File: src/rtl/warp_issue_sched.sv
`timescale 1ns/1ps
module warp_issue_sched #(
  parameter int NUM_WARPS    = 8,
  parameter int NUM_REGS     = 16,
  parameter int OP_W         = 8,
  parameter int ISSUE_CYCLES = 4,
  parameter bit ROUND_ROBIN  = 1'b1,
  localparam int WW = (NUM_WARPS > 1) ? $clog2(NUM_WARPS) : 1,
  localparam int RW = (NUM_REGS > 1) ? $clog2(NUM_REGS) : 1
) (
  input  logic                 clk,
  input  logic                 rst_n,
  input  logic                 fill_valid,
  input  logic [WW-1:0]        fill_warp,
  input  logic [RW-1:0]        fill_dst,
  input  logic [RW-1:0]        fill_src0,
  input  logic                 fill_src0_en,
  input  logic [RW-1:0]        fill_src1,
  input  logic                 fill_src1_en,
  input  logic [OP_W-1:0]      fill_op,
  input  logic                 wb_valid,
  input  logic [WW-1:0]        wb_warp,
  input  logic [RW-1:0]        wb_reg,
  input  logic                 exec_ready,
  output logic                 iss_valid,
  output logic [WW-1:0]        iss_warp,
  output logic [RW-1:0]        iss_dst,
  output logic [RW-1:0]        iss_src0,
  output logic                 iss_src0_en,
  output logic [RW-1:0]        iss_src1,
  output logic                 iss_src1_en,
  output logic [OP_W-1:0]      iss_op,
  output logic [NUM_WARPS-1:0] slot_busy
);
  localparam int CW = $clog2(ISSUE_CYCLES + 1);
  localparam logic [NUM_REGS-1:0] ONE_HOT0 = NUM_REGS'(1);

  logic [NUM_WARPS-1:0]                slot_v;
  logic [NUM_WARPS-1:0][RW-1:0]        slot_dst, slot_s0, slot_s1;
  logic [NUM_WARPS-1:0]                slot_s0en, slot_s1en;
  logic [NUM_WARPS-1:0][OP_W-1:0]      slot_op;
  logic [NUM_WARPS-1:0][NUM_REGS-1:0]  pend_n;
  logic [NUM_WARPS-1:0]                elig;
  logic [CW-1:0]                       busy_cnt;
  logic [WW-1:0]                       rr_ptr;
  logic [WW-1:0]                       pick;
  logic                                hit;
  logic                                fire;
  logic                                fill_ok;

  assign slot_busy = slot_v;
  assign fill_ok   = fill_valid && !slot_v[fill_warp];
  assign fire      = exec_ready && (busy_cnt == '0) && hit;

  for (genvar w = 0; w < NUM_WARPS; w++) begin : g_elig
    logic [NUM_REGS-1:0] avail;
    assign avail   = pend_n[w] | ((wb_valid && wb_warp == WW'(w)) ? (ONE_HOT0 << wb_reg) : '0);
    assign elig[w] = slot_v[w] & avail[slot_dst[w]]
                   & (~slot_s0en[w] | avail[slot_s0[w]])
                   & (~slot_s1en[w] | avail[slot_s1[w]]);
  end

  if (ROUND_ROBIN) begin : g_rr
    always_comb begin
      pick = '0;
      hit  = 1'b0;
      for (int i = 0; i < NUM_WARPS; i++) begin
        if (!hit && elig[(int'(rr_ptr) + i) % NUM_WARPS]) begin
          pick = WW'((int'(rr_ptr) + i) % NUM_WARPS);
          hit  = 1'b1;
        end
      end
    end
  end else begin : g_fixed
    always_comb begin
      pick = '0;
      hit  = 1'b0;
      for (int i = NUM_WARPS - 1; i >= 0; i--) begin
        if (elig[i]) begin
          pick = WW'(i);
          hit  = 1'b1;
        end
      end
    end
  end

  always_ff @(posedge clk or negedge rst_n) begin
    if (!rst_n) begin
      slot_v      <= '0;
      slot_dst    <= '0;
      slot_s0     <= '0;
      slot_s1     <= '0;
      slot_s0en   <= '0;
      slot_s1en   <= '0;
      slot_op     <= '0;
      pend_n      <= '1;
      busy_cnt    <= '0;
      rr_ptr      <= '0;
      iss_valid   <= 1'b0;
      iss_warp    <= '0;
      iss_dst     <= '0;
      iss_src0    <= '0;
      iss_src0_en <= 1'b0;
      iss_src1    <= '0;
      iss_src1_en <= 1'b0;
      iss_op      <= '0;
    end else begin
      iss_valid <= fire;
      if (busy_cnt != '0) busy_cnt <= busy_cnt - 1'b1;
      if (wb_valid) pend_n[wb_warp][wb_reg] <= 1'b1;
      if (fire) begin
        busy_cnt                     <= CW'(ISSUE_CYCLES - 1);
        rr_ptr                       <= (int'(pick) == NUM_WARPS - 1) ? '0 : pick + 1'b1;
        slot_v[pick]                 <= 1'b0;
        pend_n[pick][slot_dst[pick]] <= 1'b0;
        iss_warp                     <= pick;
        iss_dst                      <= slot_dst[pick];
        iss_src0                     <= slot_s0[pick];
        iss_src0_en                  <= slot_s0en[pick];
        iss_src1                     <= slot_s1[pick];
        iss_src1_en                  <= slot_s1en[pick];
        iss_op                       <= slot_op[pick];
      end
      if (fill_ok) begin
        slot_v[fill_warp]    <= 1'b1;
        slot_dst[fill_warp]  <= fill_dst;
        slot_s0[fill_warp]   <= fill_src0;
        slot_s0en[fill_warp] <= fill_src0_en;
        slot_s1[fill_warp]   <= fill_src1;
        slot_s1en[fill_warp] <= fill_src1_en;
        slot_op[fill_warp]   <= fill_op;
      end
    end
  end
endmodule

File: config.mk
export PLATFORM = sky130hd
export DESIGN_NAME = warp_issue_sched
export DESIGN_NICKNAME = d
export VERILOG_FILES = /design/src/rtl/warp_issue_sched.sv
export SDC_FILE = /design/constraint.sdc
export NUM_CORES = 1
export LEC_CHECK = 0
export BUFFER_PORTS_ARGS = -buffer_cell sky130_fd_sc_hd__buf_2
export CAP_MARGIN = 30
export CELL_PAD_IN_SITES_DETAIL_PLACEMENT = 1
export CELL_PAD_IN_SITES_GLOBAL_PLACEMENT = 1
export CORE_MARGIN = 3
export CORE_UTILIZATION = 38
export DETAILED_ROUTE_END_ITERATION = 8
export GPL_TIMING_DRIVEN = 0
export PLACE_DENSITY = 0.74
export SETUP_SLACK_MARGIN = 0.3
export SYNTH_ARGS = -nofsm -noshare
export SYNTH_HDL_FRONTEND = slang
export SYNTH_SLANG_ARGS = --single-unit
File: constraint.sdc
create_clock -name clk -period 5.5 [get_ports clk]
set_input_delay 0.275 -clock clk [delete_from_list [all_inputs] [get_ports clk]]
set_output_delay 0.275 -clock clk [all_outputs]
set_load 0.02 [all_outputs]
==> flow_metrics.tcl, run 1 <==
set metrics [dict create \
    cp.required_ns 5.99 \
    grt_first_pass_wirelength_um 144300 \
    cts-buffers-inserted 40 \
    critPathLaunchType "flop" \
    worst_path_max_fanout 10 \
    htree_num_levels 2 \
    multi_input_comb_area_mm2 0.01240 \
    maxCapViolations 0 \
    floorplan_die_width_um 238.7 \
    critical_path_capture_point_type "flop" \
    syn_area_mm2 0.02057 \
    via_per_instance_ratio 6.927 \
    post_synth.cell_area_avg_um2 10.25 \
    vias_in_the_first_global_route 21040 \
    die_height_um 238.7 \
    detailedRoute.firstIterationViolations 2695 \
    worst_pin_slew_ns 1.168 \
    ys_async_sr_fraction_pct 100.0 \
    startpoint_of_the_worst_hold_path "fill_op[2]" \
    globalplace.congestion 0.9821 \
    crit_path_frequent_cell "sky130_fd_sc_hd__o211ai_1" \
    ff_latch_area_mm2 0.008786 \
    grt_max_degree 113 \
    placedInstanceArea_mm2 0.02215 \
    row_count 84 \
    finalMaxSlewViolations 0 \
    grt.total_usage_pct 34.35 \
    post_route_cells_drive_above_1_share_pct 47.80 \
    mostFrequentLayoutCell "sky130_fd_sc_hd__dfrtp_1" \
    yosysSeqAreaShare_pct 42.63 \
    layout_common_cells "sky130_fd_sc_hd__dfrtp_1 (202), sky130_fd_sc_hd__mux2_2 (189), sky130_fd_sc_hd__buf_4 (157), sky130_fd_sc_hd__a21oi_2 (134), sky130_fd_sc_hd__a21oi_1 (133)" \
    kind_of_critical_path "flop to flop" \
    rsz0062_at_grt "yes" \
    yosys_cell_types 96 \
    slew-limit-headroom_pct 22.13 \
    cts-root-buf "sky130_fd_sc_hd__clkbuf_16" \
    postSynth.topFlopCell "sky130_fd_sc_hd__dfrtp_1" \
    fin_crit_ns 6.094 \
    cpLargestDelayFamily "compound AO/OA/AOI/OAI gates" \
    start_util_pct 38.76 \
    grt_remaining_overflow 0 \
    clk_pin_slew_worst_paths_ns 0.07 \
    clk_latency_ns 0.60 \
    post-route-period-util_pct 110.8 \
    floorplan.core_area_mm2 0.05308 \
    path_cells "clkbuf_8, nand2b_1, o22ai_1, a22oi_1, o2111ai_1, a211o_1, nand4b_1, mux4_2, buf_6, a311o_1, and4_4, a21o_1, a211oi_4, buf_12, buf_8, clkbuf_4, buf_4, nand2_1, o211ai_1, o211ai_1, a31oi_1" \
    remaining_drc_errors 0 \
    hold_viol_final 0 \
    worst_r2r_startpoint "slot_dst[30]" \
    antenna_violations_before_repair 6 \
    failing_checks "negative setup slack" \
    port_buffers 69 \
    cp.buffers_inverters 6 \
    cp_slowest_stage_delay_ns 0.63 \
    holdWs_ns 0.03267 \
    setup_viol 138 \
    maximum_clock_rate_mhz 164.1 \
    timing.critical_path.from "slot_dst[30]" \
    synth_edf_count 0 \
    netlist_instances 2006 \
    cts.sink_count 344 \
    mappedNetlistNets 2048 \
    outcome "finished, violations left" \
    finClkSkew_ns 0.04269 \
    number_of_synthesis_warnings 0 \
    num_vias 21310 \
    detail_route.wl_per_cell_um 35.26 \
    route.antenna.remaining_nets 0 \
    cts_max_path_buffers 3 \
    ffs_latches_synth 344 \
    ioPinCount 71 \
    hold_path_class "input pin to flop" \
    die_area_mm2 0.05696 \
    synthToLayoutAreaGrowth_pct 33.90 \
    nNetsFinal 2397 \
    wl_um 108500 \
    worst_ep_arrival_time_ns 6.58 \
    cts_tree "done" \
    firstDrtPassIters 8 \
    post_route_standard_cell_area_excluding_fillers_mm2 0.02754 \
    cpMaxStageDelayCell "sky130_fd_sc_hd__mux4_2" \
    place_hpwl_um 68030 \
    setup_slack_ns -0.5942 \
    fillers 5619 \
]
timing repair:
action | 4_1_cts | 5_1_grt
endpoints found under the hold margin | 48 | 0
endpoints found under the setup margin | 165 | 162
pin swaps | 73 | 64
hold buffers | 1 | 0
buffers inserted | 131 | 75
resized for setup | 388 | 261
gates cloned | 2 | 3
worst paths after layout:
check / endpoint / slack, ns / cells past startpoint
max: iss_src1[3] / -0.59 / 21
min: slot_op[50] / 0.03 / 2
max reg2reg: iss_src1[3] / -0.59 / 21
min reg2reg: slot_op[50] / 0.50 / 1
max in group asynchronous: slot_s0en[1] / 4.22 / 3
min in group asynchronous: slot_s0[30] / 0.25 / 2
Yosys cell counts, types with 11 or more instances:
cell,count,area (um2)
sky130_fd_sc_hd__a2111oi_0,37,324.1
sky130_fd_sc_hd__a211oi_1,51,382.9
sky130_fd_sc_hd__a21oi_1,282,1411
sky130_fd_sc_hd__a221o_1,14,140.1
sky130_fd_sc_hd__a31oi_1,26,162.7
sky130_fd_sc_hd__buf_1,12,45.04
sky130_fd_sc_hd__buf_2,30,150.1
sky130_fd_sc_hd__clkbuf_1,89,334.1
sky130_fd_sc_hd__dfrtp_1,216,5405
sky130_fd_sc_hd__dfstp_2,128,3363
sky130_fd_sc_hd__inv_1,60,225.2
sky130_fd_sc_hd__mux2_2,189,2128
sky130_fd_sc_hd__mux2i_1,83,830.8
sky130_fd_sc_hd__mux4_2,21,473.0
sky130_fd_sc_hd__nand2_1,131,491.7
sky130_fd_sc_hd__nand2b_1,39,244.0
sky130_fd_sc_hd__nand3_1,45,225.2
sky130_fd_sc_hd__nand3b_1,13,97.59
sky130_fd_sc_hd__nor2_1,87,326.6
sky130_fd_sc_hd__nor2b_1,15,93.84
sky130_fd_sc_hd__nor3_1,41,205.2
sky130_fd_sc_hd__nor4_1,16,100.1
sky130_fd_sc_hd__nor4_4,16,340.3
sky130_fd_sc_hd__o211ai_1,18,135.1
sky130_fd_sc_hd__o21ai_0,44,220.2
sky130_fd_sc_hd__o22ai_1,30,187.7
sky130_fd_sc_hd__o311ai_0,11,96.34
sky130_fd_sc_hd__o32ai_1,15,131.4
sky130_fd_sc_hd__or2_2,13,81.33
registers in the layout, indices dropped and copies added (netlist names):
signal	count
busy_cnt	3
iss_dst	4
iss_op	8
iss_src0	4
iss_src0_en	1
iss_src1	4
iss_src1_en	1
iss_valid	1
iss_warp	3
pend_n	128
rr_ptr	3
slot_busy	8
slot_dst	32
slot_op	64
slot_s0	32
slot_s0en	8
slot_s1	32
slot_s1en	8
layout make-up:
type	count	share of cell area, %
multi-input cells	1460	45.02
flip-flops and latches	344	31.90
repair buffers	307	10.20
clock buffers	63	4.316
plain buffers	140	4.152
well taps	688	3.125
inverters	62	0.9086
clock inverters	11	0.3589
diodes	2	0.01817
metal layers:
layer	GRT usage (%)	up-vias	wire length [um]	part of all wire (%)
met5	0.08418	-	32	0.029
met4	20.69	4	9697	8.9
met3	8.906	571	11900	11
met2	52.19	1487	46780	43
met1	44.10	10870	40100	37
li1	-	8383	-	-
cells by family (layout without fill, tap and decap cells):
| logic type | after synthesis | in the layout | synth area share (%) |
|---|---|---|---|
| other cells | 0 | 2 | 0 |
| simple gates | 509 | 509 | 14.90 |
| mux | 301 | 301 | 17.41 |
| xor+xnor | 4 | 4 | 0.1703 |
| buf+inv | 202 | 583 | 4.088 |
| compound gates | 641 | 641 | 20.49 |
| fa+ha+maj | 5 | 5 | 0.3041 |
| flops | 344 | 344 | 42.63 |
per-stage QoR:
| stage | setup WS (ns) | setup TNS (ns) | instances | utilization [%] |
|---|---|---|---|---|
| 3_3_place_gp | -3.121 | -1013.98 | 2763 | 41.09 |
| 4_1_cts | 0.02693 | 0 | 2994 | 48.79 |
| 5_1_grt | -0.5260 | -46.59 | 3075 | 51.88 |
| 6_report | -0.5942 | -40.88 | 3077 | 51.89 |
| 3_5_place_dp | -2.647 | -380.10 | 2786 | 41.72 |
| 2_1_floorplan | 0.1074 | 0 | 2006 | - |
Power of run 1 is not shown: default switching activity piles up to over one toggle a cycle in this logic, so the estimate is an artifact.
==> run 2: changes to the inputs <==
--- a/config.mk
+++ b/config.mk
@@ -9,6 +9,7 @@
 export CAP_MARGIN = 30
 export CELL_PAD_IN_SITES_DETAIL_PLACEMENT = 1
 export CELL_PAD_IN_SITES_GLOBAL_PLACEMENT = 1
+export CORE_ASPECT_RATIO = 1.2
 export CORE_MARGIN = 3
 export CORE_UTILIZATION = 38
 export DETAILED_ROUTE_END_ITERATION = 8
==> flow_metrics.tcl, run 2 (same netlist as run 1, synthesis figures left out) <==
set metrics [dict create \
    outcome "finished, violations left" \
    port_buffers 69 \
    grt_remaining_overflow 0 \
    grt.total_usage_pct 34.77 \
    maximum_clock_rate_mhz 172.2 \
    start_util_pct 38.76 \
    route.antenna.remaining_nets 0 \
    top_regs "pend_n x128, slot_op x64" \
    worst_pin_slew_ns 1.147 \
    die_area_mm2 0.05697 \
    die_height_um 260.9 \
    cts_tree "done" \
    post-route-period-util_pct 105.6 \
    clk_pin_slew_worst_paths_ns 0.07 \
    antenna_violations_before_repair 8 \
    critical_path_capture_point_type "flop" \
    post_route_cells_drive_above_1_share_pct 47.41 \
    place_hpwl_um 70230 \
    setup_viol 130 \
    reg2reg_slack_ns -0.25 \
    crit-reg2reg-capture "pend_n[16]" \
    critPathLaunchType "input pin" \
    hold_path_class "input pin to flop" \
    maxCapViolations 0 \
    hold_viol_final 0 \
    cts-buffers-inserted 40 \
    cts.sink_count 344 \
    cts_max_path_buffers 3 \
    htree_num_levels 2 \
    slew-limit-headroom_pct 23.52 \
    grt_first_pass_wirelength_um 145100 \
    detailedRoute.firstIterationViolations 2238 \
    globalplace.congestion 0.9999 \
    worst_hold_path.num_cells 2 \
    cts-root-buf "sky130_fd_sc_hd__clkbuf_16" \
    rsz0062_at_grt "yes" \
    registers.top_by_ff_count "pend_n" \
    floorplan.core_area_mm2 0.05307 \
    nNetsFinal 2381 \
    timing.critical_path.from "wb_warp[1]" \
    largest_register_ffs 128 \
    firstDrtPassIters 6 \
    grt_max_degree 117 \
    num_vias 21060 \
    kind_of_critical_path "input pin to flop" \
    setup_slack_ns -0.3067 \
    floorplan_die_width_um 218.4 \
    vias_in_the_first_global_route 20940 \
    synthToLayoutAreaGrowth_pct 34.08 \
    dpl_worst_slack_ns -2.248 \
    fin_crit_ns 5.807 \
    detail_route.wl_per_cell_um 34.94 \
    clk_latency_ns 0.59 \
    worst_ep_arrival_time_ns 6.29 \
    remaining_drc_errors 0 \
    finClkSkew_ns 0.02804 \
    mostFrequentLayoutCell "sky130_fd_sc_hd__dfrtp_1" \
    finalMaxSlewViolations 0 \
    final_core_util_pct 51.97 \
    failing_checks "negative setup slack" \
    wl_um 107700 \
    reg2reg_depth 20 \
    worst_path_max_fanout 10 \
    worst_r2r_startpoint "slot_s0[25]" \
    place_inst 2806 \
    via_per_instance_ratio 6.834 \
    layout_common_cells "sky130_fd_sc_hd__dfrtp_1 (205), sky130_fd_sc_hd__mux2_2 (187), sky130_fd_sc_hd__a21oi_2 (143), sky130_fd_sc_hd__buf_4 (141), sky130_fd_sc_hd__a21oi_1 (129)" \
    ioPinCount 71 \
    startpoint_of_the_worst_hold_path "fill_op[3]" \
    fillers 5626 \
    hold_end "slot_op[51]" \
    post_layout_nonfiller_instances 3081 \
    row_count 92 \
    cp.required_ns 5.98 \
]
## run 2: worst max path at each step
stage                             end  cells past startpoint
after CTS                  pend_n[21]                     21
after floorplan           pend_n[105]                     18
after detailed placement   pend_n[57]                     20
final                      pend_n[16]                     23
after global routing       pend_n[78]                     24
after global placement     pend_n[63]                     19
## run 2: cell type report
cell class / instances / area, um2 / share of cell area, %
Buffer: 140 / 1186 / 4.301
Sequential cell: 344 / 8782 / 31.84
Multi-Input combinational cell: 1460 / 12420 / 45.03
Timing Repair Buffer: 291 / 2696 / 9.776
Inverter: 62 / 245.2 / 0.8892
Clock buffer: 56 / 1132 / 4.106
Clock inverter: 18 / 222.7 / 0.8075
Antenna cell: 5 / 12.51 / 0.04537
Tap cell: 705 / 882.1 / 3.198
## run 2: through the flow
stage | instance area (um2) | hold slack [ns] | TNS (ns)
final | 27580 | 0.05639 | -28.62
after global routing | 27570 | 0.06113 | -36.95
after CTS | 26020 | 0.03326 | -0.3508
after detailed placement | 22210 | 0.07436 | -309.95
after global placement | 21830 | 0.4785 | -920.22
after floorplan | 20600 | -0.02059 | 0
## run 2: per-layer routing
metal,vias to the layer above,global-route usage (%),wire [um]
li1,8343,-,-
met2,1514,54.03,47180
met1,10630,42.04,38190
met4,4,27.17,10950
met5,-,0,31
met3,565,7.197,11310
## run 2: repair_timing
item / in CTS / in global routing
hold buffers: 1 / 0
endpoints found under the hold margin: 140 / 0
gates resized for setup: 404 / 251
setup buffers: 122 / 66
endpoints found under the setup margin: 165 / 162
gates cloned: 1 / 6
pin swaps: 68 / 57
## run 2: worst max-delay path: stages
cell                      delay, ns
sky130_fd_sc_hd__buf_2         0.16
sky130_fd_sc_hd__and4b_4       0.48
sky130_fd_sc_hd__buf_4         0.24
sky130_fd_sc_hd__buf_2         0.28
sky130_fd_sc_hd__a21oi_1       0.21
sky130_fd_sc_hd__a31oi_1       0.33
sky130_fd_sc_hd__nand4_1       0.21
sky130_fd_sc_hd__nor4_4        0.33
sky130_fd_sc_hd__nand3_2       0.18
sky130_fd_sc_hd__mux4_2        0.56
sky130_fd_sc_hd__buf_4         0.17
sky130_fd_sc_hd__and2_1        0.17
sky130_fd_sc_hd__a21o_1        0.23
sky130_fd_sc_hd__inv_1         0.14
sky130_fd_sc_hd__or3_4         0.17
sky130_fd_sc_hd__o22a_4        0.17
sky130_fd_sc_hd__buf_12        0.15
sky130_fd_sc_hd__mux4_2        0.57
sky130_fd_sc_hd__mux2_4        0.39
sky130_fd_sc_hd__buf_4         0.17
sky130_fd_sc_hd__nor4_4        0.36
sky130_fd_sc_hd__buf_6         0.24
sky130_fd_sc_hd__a21oi_2       0.09
Power of run 2 is left out for the same reason.
